### config.mk
export PLATFORM = sky130hd
export DESIGN_NAME = spi_byte_master
export DESIGN_NICKNAME = d
export VERILOG_FILES = /design/src/rtl/spi_bm_pkg.sv /design/src/rtl/spi_bm_regs.sv /design/src/rtl/spi_bm_clkdiv.sv /design/src/rtl/spi_bm_engine.sv /design/src/rtl/spi_byte_master.sv
export SDC_FILE = /design/constraint.sdc
export NUM_CORES = 1
export LEC_CHECK = 0
export CAP_MARGIN = 20
export CORE_MARGIN = 8
export CORE_UTILIZATION = 55
export DETAILED_ROUTE_END_ITERATION = 10
export PLACE_DENSITY = 0.73
export SLEW_MARGIN = 10
export SYNTH_ARGS = -nofsm -noshare
export SYNTH_HDL_FRONTEND = slang
export SYNTH_SLANG_ARGS = --single-unit
export TNS_END_PERCENT = 10
### constraint.sdc
create_clock -name clk -period 2.7 [get_ports clk]
set_input_delay 0.27 -clock clk [delete_from_list [all_inputs] [get_ports clk]]
set_output_delay 0.27 -clock clk [all_outputs]
set_load 0.05 [all_outputs]
### src/rtl/spi_bm_pkg.sv
package spi_bm_pkg;

   // register byte offsets (software decodes these)
   localparam logic [2:0] A_CFG  = 3'd0;
   localparam logic [2:0] A_RXB  = 3'd1;
   localparam logic [2:0] A_TXB  = 3'd2;
   localparam logic [2:0] A_CMD  = 3'd3;
   localparam logic [2:0] A_STAT = 3'd4;
   localparam logic [2:0] A_DIV  = 3'd6;

   localparam int CMD_GO    = 0;
   localparam int STAT_BUSY = 1;
   localparam int STAT_RDY  = 0;
   localparam int REG_W     = 8;

   // configuration byte, field order fixes bit positions 4..0
   typedef struct packed {
      logic lead_cap;   // 1: capture on leading edge
      logic en;         // port enable
      logic lsb;        // bit 0 first
      logic idle;       // SCK idle level
      logic loop;       // MISO taken from MOSI
   } cfg_t;

   typedef enum logic [1:0] {ST_IDLE, ST_RUN, ST_TAIL} eng_st_t;

endpackage

### src/rtl/spi_bm_regs.sv
module spi_bm_regs
   import spi_bm_pkg::*;
#(
   parameter int ADDR_W  = 3,
   parameter int FRAME_W = 8,
   parameter int DIV_W   = 8
) (
   input  logic               clk,
   input  logic               rst_n,
   input  logic [ADDR_W-1:0]  bus_addr,
   input  logic               bus_wr,
   input  logic               bus_rd,
   input  logic [REG_W-1:0]   bus_wdata,
   output logic [REG_W-1:0]   bus_rdata,
   input  logic               busy,
   input  logic               done,
   input  logic [FRAME_W-1:0] rx_word,
   output cfg_t               cfg,
   output logic [FRAME_W-1:0] tx_word,
   output logic [DIV_W-1:0]   div,
   output logic               start_ok,
   output logic               ready,
   output logic               rx_rd
);

   logic [FRAME_W-1:0] rxb_q;
   logic               hit_cfg, hit_txb, hit_div, hit_cmd;

   assign hit_cfg  = bus_addr == ADDR_W'(A_CFG);
   assign hit_txb  = bus_addr == ADDR_W'(A_TXB);
   assign hit_div  = bus_addr == ADDR_W'(A_DIV);
   assign hit_cmd  = bus_addr == ADDR_W'(A_CMD);
   assign rx_rd    = bus_rd && (bus_addr == ADDR_W'(A_RXB));
   assign start_ok = bus_wr && hit_cmd && bus_wdata[CMD_GO] && cfg.en && !busy;

   always_ff @(posedge clk) begin
      if (!rst_n) begin
         cfg     <= '0;
         tx_word <= '0;
         div     <= '0;
      end else if (bus_wr) begin
         if (hit_cfg) cfg     <= cfg_t'(bus_wdata[4:0]);
         if (hit_txb) tx_word <= bus_wdata[FRAME_W-1:0];
         if (hit_div) div     <= bus_wdata[DIV_W-1:0];
      end
   end

   always_ff @(posedge clk) begin
      if (!rst_n) begin
         rxb_q <= '0;
         ready <= 1'b0;
      end else if (done) begin
         rxb_q <= rx_word;
         ready <= 1'b1;
      end else if (rx_rd) begin
         ready <= 1'b0;
      end
   end

   always_comb begin
      bus_rdata = '0;
      unique case (bus_addr)
         ADDR_W'(A_CFG):  bus_rdata[4:0]         = cfg;
         ADDR_W'(A_RXB):  bus_rdata[FRAME_W-1:0] = rxb_q;
         ADDR_W'(A_TXB):  bus_rdata[FRAME_W-1:0] = tx_word;
         ADDR_W'(A_STAT): begin
            bus_rdata[STAT_BUSY] = busy;
            bus_rdata[STAT_RDY]  = ready;
         end
         ADDR_W'(A_DIV):  bus_rdata[DIV_W-1:0]   = div;
         default:         bus_rdata              = '0;
      endcase
   end

endmodule

### src/rtl/spi_bm_clkdiv.sv
module spi_bm_clkdiv #(
   parameter int DIV_W = 8
) (
   input  logic             clk,
   input  logic             rst_n,
   input  logic             run,
   input  logic             restart,
   input  logic [DIV_W-1:0] div,
   output logic             tick
);

   localparam int CNT_W = DIV_W + 1;

   logic [CNT_W-1:0] cnt;
   logic [CNT_W-1:0] limit;

   // half period of SCK is 2*(div+1) cycles: count 0 .. 2*div+1
   assign limit = {div, 1'b1};
   assign tick  = run && !restart && (cnt == limit);

   always_ff @(posedge clk) begin
      if (!rst_n)                cnt <= '0;
      else if (restart || !run)  cnt <= '0;
      else if (cnt == limit)     cnt <= '0;
      else                       cnt <= cnt + 1'b1;
   end

endmodule

### src/rtl/spi_bm_engine.sv
module spi_bm_engine
   import spi_bm_pkg::*;
#(
   parameter int FRAME_W = 8
) (
   input  logic               clk,
   input  logic               rst_n,
   input  logic               start,
   input  cfg_t               cfg,
   input  logic [FRAME_W-1:0] tx_word,
   input  logic               tick,
   input  logic               miso,
   output logic               busy,
   output logic               running,
   output logic               done,
   output logic [FRAME_W-1:0] rx_word,
   output logic               sck,
   output logic               mosi
);

   localparam int EDGES = 2 * FRAME_W;
   localparam int EW    = $clog2(EDGES);
   localparam logic [EW-1:0] LAST_EDGE = EW'(EDGES - 1);

   eng_st_t            st;
   logic [EW-1:0]      edge_cnt;
   logic               sck_t;
   logic [FRAME_W-1:0] tx_sr, rx_sr;
   logic [FRAME_W-1:0] tx_rev, rx_fin, rx_rev, tx_ld, rx_next;
   logic               leading, last_edge, sample_ev, drive_ev, miso_eff;

   generate
      for (genvar i = 0; i < FRAME_W; i++) begin : g_rev
         assign tx_rev[i] = tx_word[FRAME_W-1-i];
         assign rx_rev[i] = rx_fin[FRAME_W-1-i];
      end
   endgenerate

   assign leading   = ~edge_cnt[0];
   assign last_edge = edge_cnt == LAST_EDGE;
   assign miso_eff  = cfg.loop ? mosi : miso;
   assign sample_ev = tick && (cfg.lead_cap ? leading : ~leading);
   assign drive_ev  = tick && (cfg.lead_cap ? (~leading && !last_edge) : leading);
   assign rx_next   = {rx_sr[FRAME_W-2:0], miso_eff};
   assign rx_fin    = sample_ev ? rx_next : rx_sr;
   assign tx_ld     = cfg.lsb ? tx_rev : tx_word;

   assign done    = tick && last_edge;
   assign rx_word = cfg.lsb ? rx_rev : rx_fin;
   assign busy    = st != ST_IDLE;
   assign running = st == ST_RUN;
   assign sck     = cfg.idle ^ (cfg.en & sck_t);

   always_ff @(posedge clk) begin
      if (!rst_n) begin
         st       <= ST_IDLE;
         edge_cnt <= '0;
         sck_t    <= 1'b0;
         tx_sr    <= '0;
         rx_sr    <= '0;
         mosi     <= 1'b0;
      end else begin
         unique case (st)
            ST_IDLE: if (start) begin
               st       <= ST_RUN;
               edge_cnt <= '0;
               sck_t    <= 1'b0;
               rx_sr    <= '0;
               if (cfg.lead_cap) begin
                  mosi  <= tx_ld[FRAME_W-1];
                  tx_sr <= tx_ld << 1;
               end else begin
                  tx_sr <= tx_ld;
               end
            end
            ST_RUN: if (tick) begin
               sck_t    <= ~sck_t;
               edge_cnt <= edge_cnt + 1'b1;
               if (sample_ev) rx_sr <= rx_next;
               if (drive_ev) begin
                  mosi  <= tx_sr[FRAME_W-1];
                  tx_sr <= tx_sr << 1;
               end
               if (last_edge) st <= ST_TAIL;
            end
            ST_TAIL: st <= ST_IDLE;
            default: st <= ST_IDLE;
         endcase
      end
   end

endmodule

### src/rtl/spi_byte_master.sv
module spi_byte_master
   import spi_bm_pkg::*;
#(
   parameter int ADDR_W  = 3,
   parameter int FRAME_W = 8,
   parameter int DIV_W   = 8
) (
   input  logic              clk,
   input  logic              rst_n,
   input  logic [ADDR_W-1:0] reg_addr,
   input  logic              reg_wr,
   input  logic              reg_rd,
   input  logic [7:0]        reg_wdata,
   output logic [7:0]        reg_rdata,
   output logic              irq,
   output logic              sck,
   output logic              mosi,
   input  logic              miso
);

   generate
      if (ADDR_W < 3) begin : g_bad_addr
         $error("ADDR_W must cover offsets 0..6");
      end
      if (FRAME_W < 2 || FRAME_W > REG_W) begin : g_bad_frame
         $error("FRAME_W must lie in 2..8");
      end
      if (DIV_W < 1 || DIV_W > REG_W) begin : g_bad_div
         $error("DIV_W must lie in 1..8");
      end
   endgenerate

   cfg_t               cfg_w;
   logic [FRAME_W-1:0] tx_w, rx_w;
   logic [DIV_W-1:0]   div_w;
   logic               start_ok_w, ready_w, rx_rd_w;
   logic               busy_w, running_w, done_w, tick_w;

   spi_bm_regs #(.ADDR_W(ADDR_W), .FRAME_W(FRAME_W), .DIV_W(DIV_W)) u_regs (
      .clk      (clk),
      .rst_n    (rst_n),
      .bus_addr (reg_addr),
      .bus_wr   (reg_wr),
      .bus_rd   (reg_rd),
      .bus_wdata(reg_wdata),
      .bus_rdata(reg_rdata),
      .busy     (busy_w),
      .done     (done_w),
      .rx_word  (rx_w),
      .cfg      (cfg_w),
      .tx_word  (tx_w),
      .div      (div_w),
      .start_ok (start_ok_w),
      .ready    (ready_w),
      .rx_rd    (rx_rd_w)
   );

   spi_bm_clkdiv #(.DIV_W(DIV_W)) u_div (
      .clk    (clk),
      .rst_n  (rst_n),
      .run    (running_w),
      .restart(start_ok_w),
      .div    (div_w),
      .tick   (tick_w)
   );

   spi_bm_engine #(.FRAME_W(FRAME_W)) u_eng (
      .clk    (clk),
      .rst_n  (rst_n),
      .start  (start_ok_w),
      .cfg    (cfg_w),
      .tx_word(tx_w),
      .tick   (tick_w),
      .miso   (miso),
      .busy   (busy_w),
      .running(running_w),
      .done   (done_w),
      .rx_word(rx_w),
      .sck    (sck),
      .mosi   (mosi)
   );

   assign irq = ready_w;

endmodule

* Yosys cells after proc, flatten, opt, wreduce, memory -nomap -nowiden *
Index checks and enable logic that the tools add are counted.

storage, ports and cells
  input port bits = 16
  logic and storage cells = 99
  bits in registers = 63

operators by class
  $add $sub $neg = 2
  bitwise gates (word level) = 5
  reductions and logical operators = 29
  equal/unequal tests = 13
  mux-type cells = 34

operators with widths
  cell                                                   count
  2-to-1 mux 8 bit                                       9
  case mux 8 bit (2 select lines)                        2
  case mux 3 bit (4 select lines)                        1
  logical AND 1 bit                                      11
  2-to-1 mux 1 bit                                       11
  case mux 2 bit (5 select lines)                        1
  adder 9 x 1 -> 9 bit, second input constant            1
  equality test 9 bit                                    1
  case mux 3 bit (3 select lines)                        1
  2-to-1 mux 4 bit                                       2
  case mux 4 bit (2 select lines)                        1
  equality test 3 x 2 -> 1 bit, second input constant    2
  equality test 3 bit, second input constant             2
  2-to-1 mux 2 bit                                       3
  inequality test 2 x 1 -> 1 bit, second input constant  3
  AND reduction 2 bit                                    3
  AND reduction 3 bit                                    2
  nonzero test 2 bit                                     3
  AND reduction 5 bit                                    1
  adder 4 x 1 -> 4 bit, second input constant            1
  equality test 4 bit, second input constant             1
  logical NOT 1 bit                                      4
  inequality test 2 bit, second input constant           2
  case mux 1 bit (2 select lines)                        2
  11 further kinds                                       13

* Logic depth before layout (Yosys ltp) *
  word-level depth = 12
  mapped depth = 8
  depth with buffers taken out = 7

* Hierarchy *
From an unflattened synthesis, not the netlist that was laid out.

second synthesis, totals
  cell total of the unflattened synthesis = 377
  area total of the unflattened synthesis = 3508.4 µm²

by module, submodules not included
  module         cells an instance  sequential area each (µm²)  area an instance (µm²)  times used
  spi_bm_engine  169                480.5                       1576.5                  1
  spi_bm_regs    154                600.6                       1462.7                  1
  spi_bm_clkdiv  54                 180.2                       469.2                   1

* Worst setup path before layout *
No wires, ideal clock.

  path type = reg-to-output
  from = register u_regs.cfg[4] (netlist name)
  to = output reg_rdata[4]
  slack = 0.356 ns
  arrival time = 2.074 ns
  cell stages (with the launch flop) = 7
  cell sequence = dfxtp_1 buf_4 clkbuf_1 mux2i_1 nor2_1 a21oi_1 o21ai_0

on the way
  word-level cells in the longest chain between the ends = 1

ends and longest elaborated chain
  item                             line                   text
  case mux 3 bit (4 select lines)  spi_bm_regs.sv:62      unique case (bus_addr)
  to (decl)                        spi_byte_master.sv:14  output logic [7:0] reg_rdata,

Every way passes these cells.

* Final worst setup path *
  from = input reg_addr[0]
  to = output reg_rdata[7]

on the way
  word-level cells in the longest chain between the ends = 2
  elaborated cells on any way between the ends = 4
  classes of those cells = 3 x eq/ne; 1 x mux

ends and longest elaborated chain
  item                                               line                   text
  from (decl)                                        spi_byte_master.sv:10  input logic [ADDR_W-1:0] reg_addr,
  equality test 3 bit, or another cell as far along  spi_bm_regs.sv:62
  case mux 3 bit (3 select lines) (*)                spi_bm_regs.sv:62

Mark *: on every way between the ends. The rest lies on a longest branch, timed or not.

==> parameters.txt <==
Parameter                              Value

Floorplan
  Number of cell rows    28
  Floorplan Core Area    5820 um2
  Number of placed I/O pins    27
  Die width    92.9 um
  Die H    92.9 um
  Full die area    8620 um2
  Effective utilization at floorplan    55.9%

Place
  Estimated wirelength of the detail-placed design    6000 um
  Number of port buffers    26
  Cell Area, Placed    3680 um2
  Final GP Congestion    0.942

Route
  Detailed Route Iter0 Violations    234
  Remaining antenna violation count after routing    0
  Number of optimization iterations in the first detailed-route pass    4
  Detail-routed net length per standard cell    16.3 um
  Total via count in the routed design    2792
  Detail-routed via count per cell    5.71
  DRC Markers    0
  Total routed wirelength    7970 um

Clock tree
  Quantity of gates resized following cts    0
  CTS HTree Levels    3
  # clock sinks    63
  Clock slew at reported path FFs    0.07 ns
  Inserted Clock Buffers    9
  Maximum buffer depth of the clock tree    2
  Worst skew pair latency    0.35 ns
  Setup repair bufs after CTS    0
  CTS tree    built
  CTS Hold Buffers Added    0
  Library cell used as clock root buffer    sky130_fd_sc_hd__clkbuf_8

Timing
  Clock period minus worst slack    2.34 ns
  Highest attainable clock frequency    427 MHz
  Final worst-path cycle share    86.7%
  Setup Skew    0.00792 ns
  Count of pins over their slew limit    0
  Transition time of the tightest slew-check pin    0.640 ns
  RSZ-0062 raised after global routing    false
  Final setup vio count    0
  Slew Limit Headroom    57.3%
  Final hold violations    0
  Sum of negative setup slack    0 ns

Pwr
  Maximum VDD drop    0.454 mV
  Power density over the cells    506 nW/um2
  Leakage Power    1.35 nW

Min path
  Class of the worst hold path    flip-flop to flip-flop
  Launch point of the worst hold path    u_regs.rxb_q[5]$_SDFFE_PN0P_

Logic synthesis
  Synthesized Nets    399
  Synthesis-stage register bit count    63
  Yosys warning total    0
  Top cell type by total area after synthesis    sky130_fd_sc_hd__dfxtp_1
  Number of enable flip-flop cells after synthesis    0
  Async SR Flop Fraction    0%
  Most frequent cell after synthesis    sky130_fd_sc_hd__dfxtp_1
  Share of the synthesized area in the top cell type    38.8%
  Cells taking the most area after synthesis    sky130_fd_sc_hd__dfxtp_1 39%, sky130_fd_sc_hd__mux2i_1 8.3%, sky130_fd_sc_hd__nand2_1 7.0%, sky130_fd_sc_hd__nor2_1 6.6%, sky130_fd_sc_hd__mux4_2 4.9%
  Summed instance area of the synthesized netlist    3250 um2
  Synth top cells by count    63 x sky130_fd_sc_hd__dfxtp_1, 61 x sky130_fd_sc_hd__nand2_1, 57 x sky130_fd_sc_hd__nor2_1
  Synth unique cells    47
  Post-Syn Area per Cell    8.53 um2
  Predominant post-synthesis flop cell    sky130_fd_sc_hd__dfxtp_1
  Cell count after synthesis    381
  Sequential element share of the synthesized area    38.8%

Global route
  Largest net degree at the start of global routing    32
  Wire length of the first global-routing pass    13200 um
  Antenna violations before repair    0
  Via count of the first global-routing pass    2718
  Gr usage total    19.5%
  Total gr overflow    0

Flow run
  Maximum capacitance violations    0

Setup path
  Data arrival time of the critical path    2.07 ns
  Delay of the slowest cell on the worst path    0.53 ns
  Sort of element at the start of the critical path    primary input
  Beginning of the worst register-to-register path    u_eng.st[0]$_SDFFE_PN0P_
  Critical path capture point type    output port
  Worst setup startpoint    reg_addr[0]
  Cells traversed along the worst timing path    clkdlybuf4s50_1, nor2b_1, a22oi_1, o21ai_0, buf_12
  Slowest cell on the critical path    sky130_fd_sc_hd__clkdlybuf4s50_1
  Largest fanout of any net on the critical path    8
  Type of the worst setup path    primary input to output port
  Required @ worst endpoint    2.43 ns

Final layout
  Area delta synth->final    20.2%
  Post-route cell area    3910 um2
  Ratio of cells with drive above 1 in the final layout    12.8%
  # nets final    427
  Antenna Diode Count    0

Outcome
  Result of the run    completed
==> final cells by class <==
type	instances	area [um2]
clock buffers	9	124
well taps	75	93.8
inverters	3	11.3
fillers	504	1910
repair buffers	39	438
flip-flops and latches	63	1260
clock inverters	7	97.6
multi-input cells	293	1880
==> flip-flops by register name (all words and copies together) (netlist names) <==
signal,flops
u_regs.ready,1
u_eng.tx_sr,8
u_eng.edge_cnt,4
u_eng.rx_sr,8
u_regs.cfg,5
u_regs.rxb_q,8
u_regs.div,8
u_eng.st,2
u_div.cnt,9
u_eng.sck_t,1
u_regs.tx_word,8
u_eng.mosi,1
==> critical path, delay by kind of cell <==
family / cells / cell delay, ns
compound gates: 2 / 0.60
buf+inv: 2 / 0.73
simple gates: 1 / 0.46
==> cells by family (layout without fill, tap and decap cells) <==
group	Yosys count	in the layout	share of synthesized area (%)
buf+inv	25	58	3.31
flops	63	63	38.8
mux	39	39	15.8
fa+ha+maj	2	2	0.770
compound gates	68	68	13.0
simple gates	163	163	22.4
xor+xnor	21	21	5.89
==> worst paths after layout <==
path | endpoint | slack [ns] | depth (start not counted)
setup / recovery | reg_rdata[7] | 0.36 | 5
hold / removal | u_regs.rxb_q[5]$_SDFFE_PN0P_ | 0.46 | 2
setup reg to reg | u_regs.rxb_q[0]$_SDFFE_PN0P_ | 0.39 | 7
hold reg to reg | u_regs.rxb_q[5]$_SDFFE_PN0P_ | 0.46 | 2
==> per-layer routing <==
layer	track usage (%)	wire [um]	vias to the layer above
met3	4.61	440	12
met1	23.8	3420	1335
li1	-	-	1386
met4	8.05	129	0
met2	32.2	3980	59
met5	0	0	-
==> report_power, final <==
part / leakage, nW / internal (mW) / switching, mW / total, mW
clock: 0.105 / 0.520 / 0.388 / 0.909
combinational: 0.735 / 0.0544 / 0.0652 / 0.120
sequential: 0.508 / 0.935 / 0.0110 / 0.946
total: 1.35 / 1.51 / 0.465 / 1.97
==> stage by stage <==
step | hold slack (ns) | setup WS, ns | util (%) | std cells | power, mW
floorplan | 0.406 | 0.356 | - | 381 | 1.03
global placement | 0.442 | 0.480 | 63.4 | 473 | 1.08
detailed placement | 0.448 | 0.397 | 63.4 | 473 | 1.09
CTS | 0.458 | 0.382 | 67.2 | 489 | 1.99
global route | 0.491 | 0.191 | 67.2 | 489 | 2.05
finish | 0.459 | 0.358 | 67.2 | 489 | 1.97
==> layout by cell type, fill, tap and decap left out, drive strengths merged, types with 3 or more instances in the layout <==
master / count
a211oi: 4
a21oi: 19
a22oi: 14
and3: 4
buf: 21
clkbuf: 9
clkdlybuf4s50: 18
clkinv: 4
dfxtp: 63
mux2: 3
mux2i: 27
mux4: 9
nand2: 61
nand2b: 3
nand3: 15
nand4: 3
nor2: 57
nor2b: 3
nor3: 4
o211ai: 4
o21ai: 21
xnor2: 13
xor2: 8
Note: power is estimated with default switching activity, not from simulation.
